--- src/rtl/adc_cal_pkg.sv ---
package adc_cal_pkg;

  typedef enum logic [1:0] {
    PH_GND   = 2'd0,
    PH_PIN_A = 2'd1,
    PH_VIO   = 2'd2,
    PH_PIN_B = 2'd3
  } phase_e;

  typedef enum logic [1:0] {
    SPAN_EQ   = 2'd0,
    SPAN_LOW  = 2'd1,
    SPAN_HIGH = 2'd2
  } span_e;

  localparam logic [1:0] SEL_PIN = 2'd0;
  localparam logic [1:0] SEL_GND = 2'd1;
  localparam logic [1:0] SEL_VIO = 2'd2;

  typedef struct packed {
    logic   restart;
    logic   phaseEnd;
    phase_e phase;
  } ctrl_strobe_t;

endpackage

--- src/rtl/adc_cal_ctrl.sv ---
module adc_cal_ctrl
  import adc_cal_pkg::*;
#(
  parameter int NW        = 16,
  parameter int RES_LO    = 8,
  parameter int RES_MID   = 10,
  parameter int RES_HI    = 12,
  parameter int START_LO  = 300,
  parameter int START_MID = 1200,
  parameter int START_HI  = 4800,
  parameter int MAX_MULT  = 4
) (
  input  logic               clk,
  input  logic               rst_n,
  input  logic [1:0]         resMode,
  input  span_e              spanCmp,
  output ctrl_strobe_t       strb,
  output logic [NW-1:0]      fullScale,
  output logic [1:0]         inSel
);

  localparam logic [NW-1:0] FS_LO   = NW'((1 << RES_LO) - 1);
  localparam logic [NW-1:0] FS_MID  = NW'((1 << RES_MID) - 1);
  localparam logic [NW-1:0] FS_HI   = NW'((1 << RES_HI) - 1);
  localparam logic [NW-1:0] ST_LO   = NW'(START_LO);
  localparam logic [NW-1:0] ST_MID  = NW'(START_MID);
  localparam logic [NW-1:0] ST_HI   = NW'(START_HI);
  localparam logic [NW-1:0] MAX_LO  = NW'(MAX_MULT * START_LO);
  localparam logic [NW-1:0] MAX_MID = NW'(MAX_MULT * START_MID);
  localparam logic [NW-1:0] MAX_HI  = NW'(MAX_MULT * START_HI);

  function automatic logic [NW-1:0] startOf(input logic [1:0] m);
    case (m)
      2'd0:    return ST_LO;
      2'd1:    return ST_MID;
      default: return ST_HI;
    endcase
  endfunction

  function automatic logic [NW-1:0] fsOf(input logic [1:0] m);
    case (m)
      2'd0:    return FS_LO;
      2'd1:    return FS_MID;
      default: return FS_HI;
    endcase
  endfunction

  function automatic logic [NW-1:0] maxOf(input logic [1:0] m);
    case (m)
      2'd0:    return MAX_LO;
      2'd1:    return MAX_MID;
      default: return MAX_HI;
    endcase
  endfunction

  logic [1:0]    modeReg;
  logic [NW-1:0] winLen;
  logic [NW-1:0] cnt;
  phase_e        phase;
  logic [NW-1:0] maxLen;
  logic [NW-1:0] nextLen;
  phase_e        nextPhase;
  logic          restart;
  logic          lastCyc;

  assign restart   = (resMode != modeReg);
  assign lastCyc   = (cnt == winLen - NW'(1));
  assign fullScale = fsOf(modeReg);
  assign maxLen    = maxOf(modeReg);

  assign strb.restart  = restart;
  assign strb.phaseEnd = lastCyc && !restart;
  assign strb.phase    = phase;

  always_comb begin
    case (phase)
      PH_GND:   nextPhase = PH_PIN_A;
      PH_PIN_A: nextPhase = PH_VIO;
      PH_VIO:   nextPhase = PH_PIN_B;
      default:  nextPhase = PH_GND;
    endcase
  end

  always_comb begin
    case (spanCmp)
      SPAN_HIGH: nextLen = (winLen > fullScale) ? winLen - NW'(1) : fullScale;
      SPAN_LOW:  nextLen = (winLen < maxLen) ? winLen + NW'(1) : maxLen;
      default:   nextLen = winLen;
    endcase
  end

  always_comb begin
    case (phase)
      PH_GND:  inSel = SEL_GND;
      PH_VIO:  inSel = SEL_VIO;
      default: inSel = SEL_PIN;
    endcase
  end

  always_ff @(posedge clk or negedge rst_n) begin
    if (!rst_n) begin
      modeReg <= 2'd0;
      winLen  <= ST_LO;
      cnt     <= '0;
      phase   <= PH_GND;
    end else if (restart) begin
      modeReg <= resMode;
      winLen  <= startOf(resMode);
      cnt     <= '0;
      phase   <= PH_GND;
    end else if (lastCyc) begin
      cnt   <= '0;
      phase <= nextPhase;
      if (phase == PH_PIN_B) begin
        winLen <= nextLen;
      end
    end else begin
      cnt <= cnt + NW'(1);
    end
  end


  win_range_chk: assert property (@(posedge clk) disable iff (!rst_n)
    (winLen >= fullScale) && (winLen <= maxLen));


  len_step_chk: assert property (@(posedge clk) disable iff (!rst_n)
    !restart |=> ((winLen == $past(winLen)) || (winLen == $past(winLen) + NW'(1)) ||
                  (winLen == $past(winLen) - NW'(1))));


  len_hold_chk: assert property (@(posedge clk) disable iff (!rst_n)
    (!restart && !(lastCyc && phase == PH_PIN_B)) |=> $stable(winLen));


  sel_order_chk: assert property (@(posedge clk) disable iff (!rst_n)
    (inSel == SEL_GND && !restart) |=> (inSel != SEL_VIO));

endmodule

--- src/rtl/adc_cal_datapath.sv ---
module adc_cal_datapath
  import adc_cal_pkg::*;
#(
  parameter int NW    = 16,
  parameter int OUT_W = 32
) (
  input  logic                    clk,
  input  logic                    rst_n,
  input  ctrl_strobe_t            strb,
  input  logic [NW-1:0]           fullScale,
  input  logic                    modBit,
  input  logic                    clipEn,
  output span_e                   spanCmp,
  output logic signed [OUT_W-1:0] sample,
  output logic                    sampleValid,
  output logic                    tracking
);

  logic [NW-1:0]           acc;
  logic [NW-1:0]           gndOnes;
  logic [NW-1:0]           total;
  logic signed [OUT_W-1:0] totalX;
  logic signed [OUT_W-1:0] gndX;
  logic signed [OUT_W-1:0] fsX;
  logic signed [OUT_W-1:0] delta;
  logic signed [OUT_W-1:0] clipped;

  assign total  = acc + NW'(modBit);
  assign totalX = {{(OUT_W-NW){1'b0}}, total};
  assign gndX   = {{(OUT_W-NW){1'b0}}, gndOnes};
  assign fsX    = {{(OUT_W-NW){1'b0}}, fullScale};
  assign delta  = totalX - gndX;

  always_comb begin
    clipped = delta;
    if (clipEn) begin
      if (delta < 0)        clipped = '0;
      else if (delta > fsX) clipped = fsX;
    end
  end

  always_ff @(posedge clk or negedge rst_n) begin
    if (!rst_n) begin
      acc         <= '0;
      gndOnes     <= '0;
      spanCmp     <= SPAN_EQ;
      sample      <= '0;
      sampleValid <= 1'b0;
      tracking    <= 1'b0;
    end else if (strb.restart) begin
      acc         <= '0;
      sampleValid <= 1'b0;
      tracking    <= 1'b0;
    end else begin
      sampleValid <= 1'b0;
      if (strb.phaseEnd) begin
        acc <= '0;
        case (strb.phase)
          PH_GND: gndOnes <= total;
          PH_VIO: begin
            tracking <= (delta == fsX);
            if (delta > fsX)      spanCmp <= SPAN_HIGH;
            else if (delta < fsX) spanCmp <= SPAN_LOW;
            else                  spanCmp <= SPAN_EQ;
          end
          default: begin
            sample      <= clipped;
            sampleValid <= 1'b1;
          end
        endcase
      end else begin
        acc <= total;
      end
    end
  end


  valid_pulse_chk: assert property (@(posedge clk) disable iff (!rst_n)
    sampleValid |=> !sampleValid);


  sample_hold_chk: assert property (@(posedge clk) disable iff (!rst_n)
    !sampleValid |-> $stable(sample));


  clip_range_chk: assert property (@(posedge clk) disable iff (!rst_n)
    (sampleValid && $past(clipEn)) |-> ((sample >= 0) && (sample <= fsX)));


  restart_clear_chk: assert property (@(posedge clk) disable iff (!rst_n)
    strb.restart |=> (!tracking && !sampleValid));

endmodule

--- src/rtl/adc_cal_sequencer.sv ---
module adc_cal_sequencer
  import adc_cal_pkg::*;
#(
  parameter int NW        = 16,
  parameter int OUT_W     = 32,
  parameter int RES_LO    = 8,
  parameter int RES_MID   = 10,
  parameter int RES_HI    = 12,
  parameter int START_LO  = 300,
  parameter int START_MID = 1200,
  parameter int START_HI  = 4800,
  parameter int MAX_MULT  = 4
) (
  input  logic             clk,
  input  logic             rst_n,
  input  logic [1:0]       resMode,
  input  logic             clipEn,
  input  logic             modBit,
  output logic [1:0]       inSel,
  output logic [OUT_W-1:0] sample,
  output logic             sampleValid,
  output logic             tracking
);

  ctrl_strobe_t            strb;
  span_e                   spanCmp;
  logic [NW-1:0]           fullScale;
  logic signed [OUT_W-1:0] sampleS;

  adc_cal_ctrl #(
    .NW(NW), .RES_LO(RES_LO), .RES_MID(RES_MID), .RES_HI(RES_HI),
    .START_LO(START_LO), .START_MID(START_MID), .START_HI(START_HI),
    .MAX_MULT(MAX_MULT)
  ) u_ctrl (
    .clk(clk), .rst_n(rst_n), .resMode(resMode), .spanCmp(spanCmp),
    .strb(strb), .fullScale(fullScale), .inSel(inSel)
  );

  adc_cal_datapath #(.NW(NW), .OUT_W(OUT_W)) u_dp (
    .clk(clk), .rst_n(rst_n), .strb(strb), .fullScale(fullScale),
    .modBit(modBit), .clipEn(clipEn), .spanCmp(spanCmp),
    .sample(sampleS), .sampleValid(sampleValid), .tracking(tracking)
  );

  assign sample = sampleS;

endmodule

--- config.mk ---
export PLATFORM = sky130hd
export DESIGN_NAME = adc_cal_sequencer
export DESIGN_NICKNAME = d
export VERILOG_FILES = /design/src/rtl/adc_cal_pkg.sv /design/src/rtl/adc_cal_ctrl.sv /design/src/rtl/adc_cal_datapath.sv /design/src/rtl/adc_cal_sequencer.sv
export SDC_FILE = /design/constraint.sdc
export NUM_CORES = 1
export LEC_CHECK = 0
export CELL_PAD_IN_SITES_DETAIL_PLACEMENT = 0
export CELL_PAD_IN_SITES_GLOBAL_PLACEMENT = 1
export CORE_ASPECT_RATIO = 1.5
export CORE_MARGIN = 2
export CORE_UTILIZATION = 37
export DETAILED_ROUTE_END_ITERATION = 10
export DONT_BUFFER_PORTS = 1
export PLACE_DENSITY_LB_ADDON = 0.1
export SYNTH_ARGS = -nofsm -noshare
export SYNTH_HDL_FRONTEND = slang
export SYNTH_SLANG_ARGS = --single-unit
--- constraint.sdc ---
create_clock -name clk -period 5.8 [get_ports clk]
set_clock_uncertainty 0.15 [all_clocks]
set_input_delay 0.58 -clock clk [delete_from_list [all_inputs] [get_ports clk]]
set_output_delay 0.58 -clock clk [all_outputs]
set_load 0.01 [all_outputs]
Word level (Yosys, flattened, before mapping)
Index checks and enable logic that the tools add are counted.

storage, ports and cells
  flip-flop bits (word level) = 104
  input port bits = 6
  output and inout bits = 36
  logic and storage cells = 76

operators by class
  add/subtract/negate cells = 5
  $lt $le $gt $ge = 5
  eq/ne operators = 10
  mux-type cells = 28
  bitwise operators = 2
  reduce and logical (&&, ||, !) cells = 16

operators with widths
  operator                                                               number
  16-bit 2-to-1 mux                                                      9
  32-bit 2-to-1 mux                                                      3
  16-bit by 1-bit adder with 16-bit output, second input constant        2
  32-bit by 13-bit == test with 1-bit output                             1
  32-bit by 13-bit greater-than comparator with 1-bit output             1
  32-bit by 1-bit < comparator with 1-bit output, second input constant  1
  32-bit by 13-bit < comparator with 1-bit output                        1
  16-bit one-hot mux with 2 select lines                                 1
  15-bit one-hot mux with 2 select lines                                 1
  13-bit one-hot mux with 2 select lines                                 1
  12-bit one-hot mux with 2 select lines                                 1
  16-bit by 16-bit subtractor with 17-bit output                         1
  16-bit by 1-bit adder with 16-bit output                               1
  16-bit == test                                                         1
  16-bit by 12-bit greater-than comparator with 1-bit output             1
  16-bit by 15-bit < comparator with 1-bit output                        1
  16-bit by 1-bit subtractor with 16-bit output, second input constant   1
  3-bit AND reduction                                                    4
  2-bit by 1-bit == test with 1-bit output, second input constant        4
  2-bit nonzero test                                                     4
  1-bit 2-to-1 mux                                                       7
  2-bit == test, second input constant                                   3
  2-bit logical NOT                                                      3
  2-bit 2-to-1 mux                                                       3
  other kinds (9)                                                        10

Logic depth before layout (Yosys ltp)
  depth in word-level cells = 8
  mapped depth = 21
  mapped depth without buffers = 20

Cells and area by module
From an unflattened synthesis, not the netlist that was laid out.

second synthesis, totals
  cell total of the unflattened synthesis = 885
  area total of the unflattened synthesis = 7299.5 sq um

by module, submodules not included
  module            instances  cells each  area each (sq um)  sequential area each (sq um)
  adc_cal_datapath  1          441         3664.8             1326.3
  adc_cal_ctrl      1          444         3634.7             905.9

Worst setup path after synthesis
No wires, ideal clock.

  kind = in2reg
  from = input port modBit
  to = register u_dp.sample[0]
  setup time = 142 ps
  data arrival time = 4403 ps
  required time = 5508 ps
  slack = 1104 ps
  stages = 19
  path buffers = 0
  cell sequence = ha_1 nand3_1 xnor2_1 ha_1 o211a_1 a21boi_0 o211ai_1 nand2_1 a31oi_1 xor2_1 inv_1 ha_1 nand4b_1 or3_1 nor3_1 a41oi_1 maj3_1 o211ai_1 a31oi_1

on the way
  cells in the longest elaborated chain, start to end = 6
  elaborated cells on any way between the ends = 7
  those cells by class = add/sub: 2; order compare: 2; mux: 3

RTL lines
  item                                                        RTL line                 source
  start: declaration                                          adc_cal_sequencer.sv:18  input logic modBit,
  16-bit by 1-bit adder with 16-bit output *                  adc_cal_datapath.sv:28   assign total = acc + NW'(modBit);
  named net u_dp.total[3]                                     adc_cal_datapath.sv:21   logic [NW-1:0] total;
  16-bit by 16-bit subtractor with 17-bit output *            adc_cal_datapath.sv:32   assign delta = totalX - gndX;
  32-bit by 13-bit greater-than comparator with 1-bit output  adc_cal_datapath.sv:38   else if (delta > fsX) clipped = fsX;
  32-bit 2-to-1 mux                                           adc_cal_datapath.sv:38
  32-bit 2-to-1 mux *                                         adc_cal_datapath.sv:37   if (delta < 0) clipped = '0;
  32-bit 2-to-1 mux *                                         adc_cal_datapath.sv:36   if (clipEn) begin
  end signal: assignment                                      adc_cal_datapath.sv:67   sample <= clipped;
  end: declaration                                            adc_cal_datapath.sv:14   output logic signed [OUT_W-1:0] sample,

The timed path passes the listed nets; every way through them passes the cells marked *.
A chain may end at the register's enable or synchronous reset.

Final worst setup path
  from = register u_dp.acc[1]
  to = register u_dp.sample[4]

on the way
  cells in the longest elaborated chain, start to end = 6
  elaborated cells on any way between the ends = 7
  those cells by class = add/sub: 2; order compare: 2; mux: 3

RTL lines
  item                                                        RTL line                source
  start: declaration                                          adc_cal_datapath.sv:19  logic [NW-1:0] acc;
  start signal: assignment                                    adc_cal_datapath.sv:72  acc <= total;
  16-bit by 1-bit adder with 16-bit output *                  adc_cal_datapath.sv:28
  named net u_dp.total[9]                                     adc_cal_datapath.sv:21
  16-bit by 16-bit subtractor with 17-bit output *            adc_cal_datapath.sv:32
  32-bit by 13-bit greater-than comparator with 1-bit output  adc_cal_datapath.sv:38
  32-bit 2-to-1 mux                                           adc_cal_datapath.sv:38
  32-bit 2-to-1 mux *                                         adc_cal_datapath.sv:37
  32-bit 2-to-1 mux *                                         adc_cal_datapath.sv:36

Marks and branches as above.

==> results.md <==
- IO Port Bufs: 0
- Antenna Nets Post-Route: 0
- Nets: 817
- Xor and xnor area share after synthesis: 9.37%
- CP Data Required Time: 5.85 ns
- First DRT Iteration DRCs: 292
- Post-Route WL: 20.9 mm
- Layout cells sized above 1: 9.66%
- Post-CTS Setup Bufs: 0
- Final period utilization: 90.0%
- Syn. warnings: 0
- HPWL Detailed: 15.6 mm
- Initial core utilization: 37.9%
- Worst hold path class: in -> reg
- CTS tree: yes
- Pre-antenna DRT Iters: 4
- Cell taking the most area after synthesis: dfrtp_1
- Die Y: 173 um
- Root buffer cell: clkbuf_16
- Synth Area in Compound Gates: 19.8%
- Area Overhead vs Synth: 6.06%
- Place WS: 0.488 ns
- First-pass GRT wire length: 33.6 mm
- Total Routing Usage GR: 21.5%
- Worst slew pin tran: 0.898 ns
- Total gr overflow: 0
- CTS H-tree lvls: 3
- CTS sink cnt: 89
- Status: finished clean
- Cell Area, Placed: 0.00714 mm^2
- Mean area per synthesized cell: 8.74 um^2
- CP startpoint kind: flip-flop
- Final Cell Area: 0.00749 mm^2
- I/O pin cnt: 42
- Internal reg-to-reg setup slack: 0.58 ns
- Max-cap violations: 0
- Mapped Area: 0.00706 mm^2
- Worst R2R End: u_dp.sample[4]
- Adder-cell share of the synthesized area: 7.62%
- Drt drc: 0
- Vias in the first global route: 6129
- Mux share of post-synthesis cell area: 4.15%
- Slew HR: 40.0%
- RSZ-0062 raised after global routing: false
- Synth top area share: 30.1%
- CTS Buf Count: 9
- Hold path depth: 0
- Post-synth ARST share: 100%
- Clock latency on the worst-skew pair: 0.36 ns
- CTS Buffer Depth: 2
- Final worst slack: 0.581 ns
- Top area cells in the synthesized netlist: dfrtp_1, ha_1, xnor2_1
- EDFF count, synth: 0
- Worst r2r src: u_dp.acc[1]
- # setup viols final: 0
- Final Critical Period: 5.22 ns
- Peak VDD IR: 0.000101 V
- Max-slew violations: 0
- CTS clock-pin slew for the worst setup and hold paths: 0.07 ns
- Max frequency: 192 MHz
- Ys flop type: dfrtp_1
- Standard-cell rows: 61
- Data arrival, critical path: 5.27 ns
- Diode count: 0
- # fillers: 1941
- Register area share after synthesis: 31.6%
- Setup TNS: 0 ns
- Syn_nets: 854
- Setup crit end: u_dp.sample[4]
- Largest family of logic cells by synthesized area: simple AND/OR/NAND/NOR gates
- Die width: 117 um
- GP Congestion: 0.827
- Hold Vio Cnt, Final: 0
- Largest net degree at the start of global routing: 90
- Number of synthesized register bits: 89
- Die ar.: 0.0202 mm^2
- Core area: 0.0186 mm^2
- P_leak: 3.18 nW
- Synth Area in Simple Gates: 20.6%
- Crit-path max FO: 8
- Via density per instance: 5.75
- WL/cell: 20.3 um
- R2R cell count: 18
- CP startpoint: u_dp.acc[1]
- Crit path kind: reg -> reg
- Post-synth cell types: 84
- Cells after Synth: 808
- DR vias: 5906
- Initial antenna violation count: 0
- Pwr dens: 215 mW/mm^2
- CP endpoint kind: flip-flop
## state kept, by name, indices dropped and copies added (netlist names), 2 cells and up
signal and flops:
u_dp.gndOnes 16, u_ctrl.phase 2, u_dp.sample 17, u_dp.spanCmp 2
u_ctrl.winLen 16, u_dp.acc 16, u_ctrl.cnt 16, u_ctrl.modeReg 2
## metal layers
layer  share of wire [%]  global-route usage [%]  up-vias
li1                    -                       -     2842
met1                  39                    23.5     2891
met2                  54                    39.6      124
met3                 2.8                    3.19       49
met4                 4.2                    9.90        0
met5                   0                       0        -
## worst min-delay path by stage
stage          slack, ns        from           endpoint
2_1_floorplan       0.13       rst_n      u_ctrl.cnt[0]
3_3_place_gp        0.14       rst_n      u_ctrl.cnt[4]
5_1_grt             0.09  resMode[0]  u_ctrl.modeReg[0]
6_report             0.1  resMode[0]  u_ctrl.modeReg[0]
4_1_cts            0.008       rst_n      u_ctrl.cnt[1]
3_5_place_dp        0.14       rst_n      u_ctrl.cnt[1]
## synthesized netlist by cell type, types with 5 or more instances
cell type,number
nand3_1,33
o21a_1,5
buf_4,16
o2bb2ai_1,11
o21ai_0,27
nand2_1,44
mux2_4,8
a211oi_1,6
nor4_1,13
ha_1,39
o211ai_1,14
mux2i_1,6
inv_1,45
xnor2_1,42
clkbuf_1,33
a31o_2,7
nor2b_1,18
dfrtp_1,85
o31ai_1,6
nand4_1,15
a21o_1,11
and3_1,10
mux2_2,9
a31oi_1,13
nor3_1,27
and2_1,6
xor2_1,31
o2111ai_1,5
nand2b_1,10
a21oi_1,43
buf_1,6
nor2_1,66
## cell type report
cell class | count | area (um^2) | share of cell area [%]
clock buffers | 10 | 239 | 3.19
clock inverters | 6 | 67.6 | 0.902
inverters | 47 | 176 | 2.36
multi-input cells | 612 | 4350 | 58.0
flip-flops and latches | 89 | 2230 | 29.8
well taps | 252 | 315 | 4.21
repair buffers | 12 | 113 | 1.50
## kinds of logic after synthesis
family,count (synthesis)
mux,24
simple gates,272
compound gates,199
fa+ha+maj,43
xor+xnor,74
buf+inv,107
flops,89
## repair_timing
action,CTS,global route
hold buffers,1,1
setup endpoints to repair,0,0
hold endpoints to repair,89,5
resized for setup,0,0
## cells in the final DEF, fill, tap and decap left out, drive strengths merged, types with 11 or more instances in the layout
| cell type | synthesis | routed |
|---|---|---|
| nor2b | 18 | 18 |
| dfrtp | 85 | 85 |
| a21oi | 43 | 43 |
| nand4 | 16 | 16 |
| xnor2 | 42 | 42 |
| o2bb2ai | 11 | 11 |
| o21ai | 31 | 31 |
| buf | 27 | 11 |
| a31oi | 13 | 13 |
| nor3 | 27 | 27 |
| nor4 | 16 | 16 |
| a21o | 11 | 11 |
| mux2 | 18 | 18 |
| xor2 | 31 | 31 |
| nor2 | 67 | 67 |
| nand2 | 44 | 44 |
| nand3 | 35 | 35 |
| o211ai | 14 | 14 |
| ha | 39 | 39 |
| inv | 46 | 46 |
## through the flow
step | power (mW) | hold slack, ns | util [%] | std cells
floorplan | 0.896 | 0.134 | - | 808
global placement | 0.985 | 0.138 | 38.4 | 1010
detailed placement | 0.989 | 0.137 | 38.4 | 1010
CTS | 1.63 | 0.00761 | 40.2 | 1027
global route | 1.69 | 0.0893 | 40.2 | 1028
finish | 1.61 | 0.0993 | 40.2 | 1028
## worst max-delay path, stage by stage (launching register included)
cell and delay, ns:
dfrtp_1 0.41, and3_1 0.23, nand2_1 0.09, nor2_1 0.32, nand3_1 0.15, xnor2_1 0.29
ha_1 0.37, a21o_1 0.23, a31oi_1 0.17, xor2_1 0.21, inv_1 0.06, ha_1 0.29
nand4b_1 0.10, or3_1 0.33, nor3_1 0.31, a41oi_1 0.17, maj3_1 0.44, o211ai_1 0.55
a31oi_1 0.19
## report_power, final
group / switching [mW] / leakage (nW) / internal [mW]
Sequential: 0.0487 / 1.19 / 0.636
Clock: 0.268 / 0.145 / 0.347
Combinational: 0.198 / 1.85 / 0.112
Total: 0.515 / 3.18 / 1.10
No activity file was read; power rests on OpenSTA's default activity.
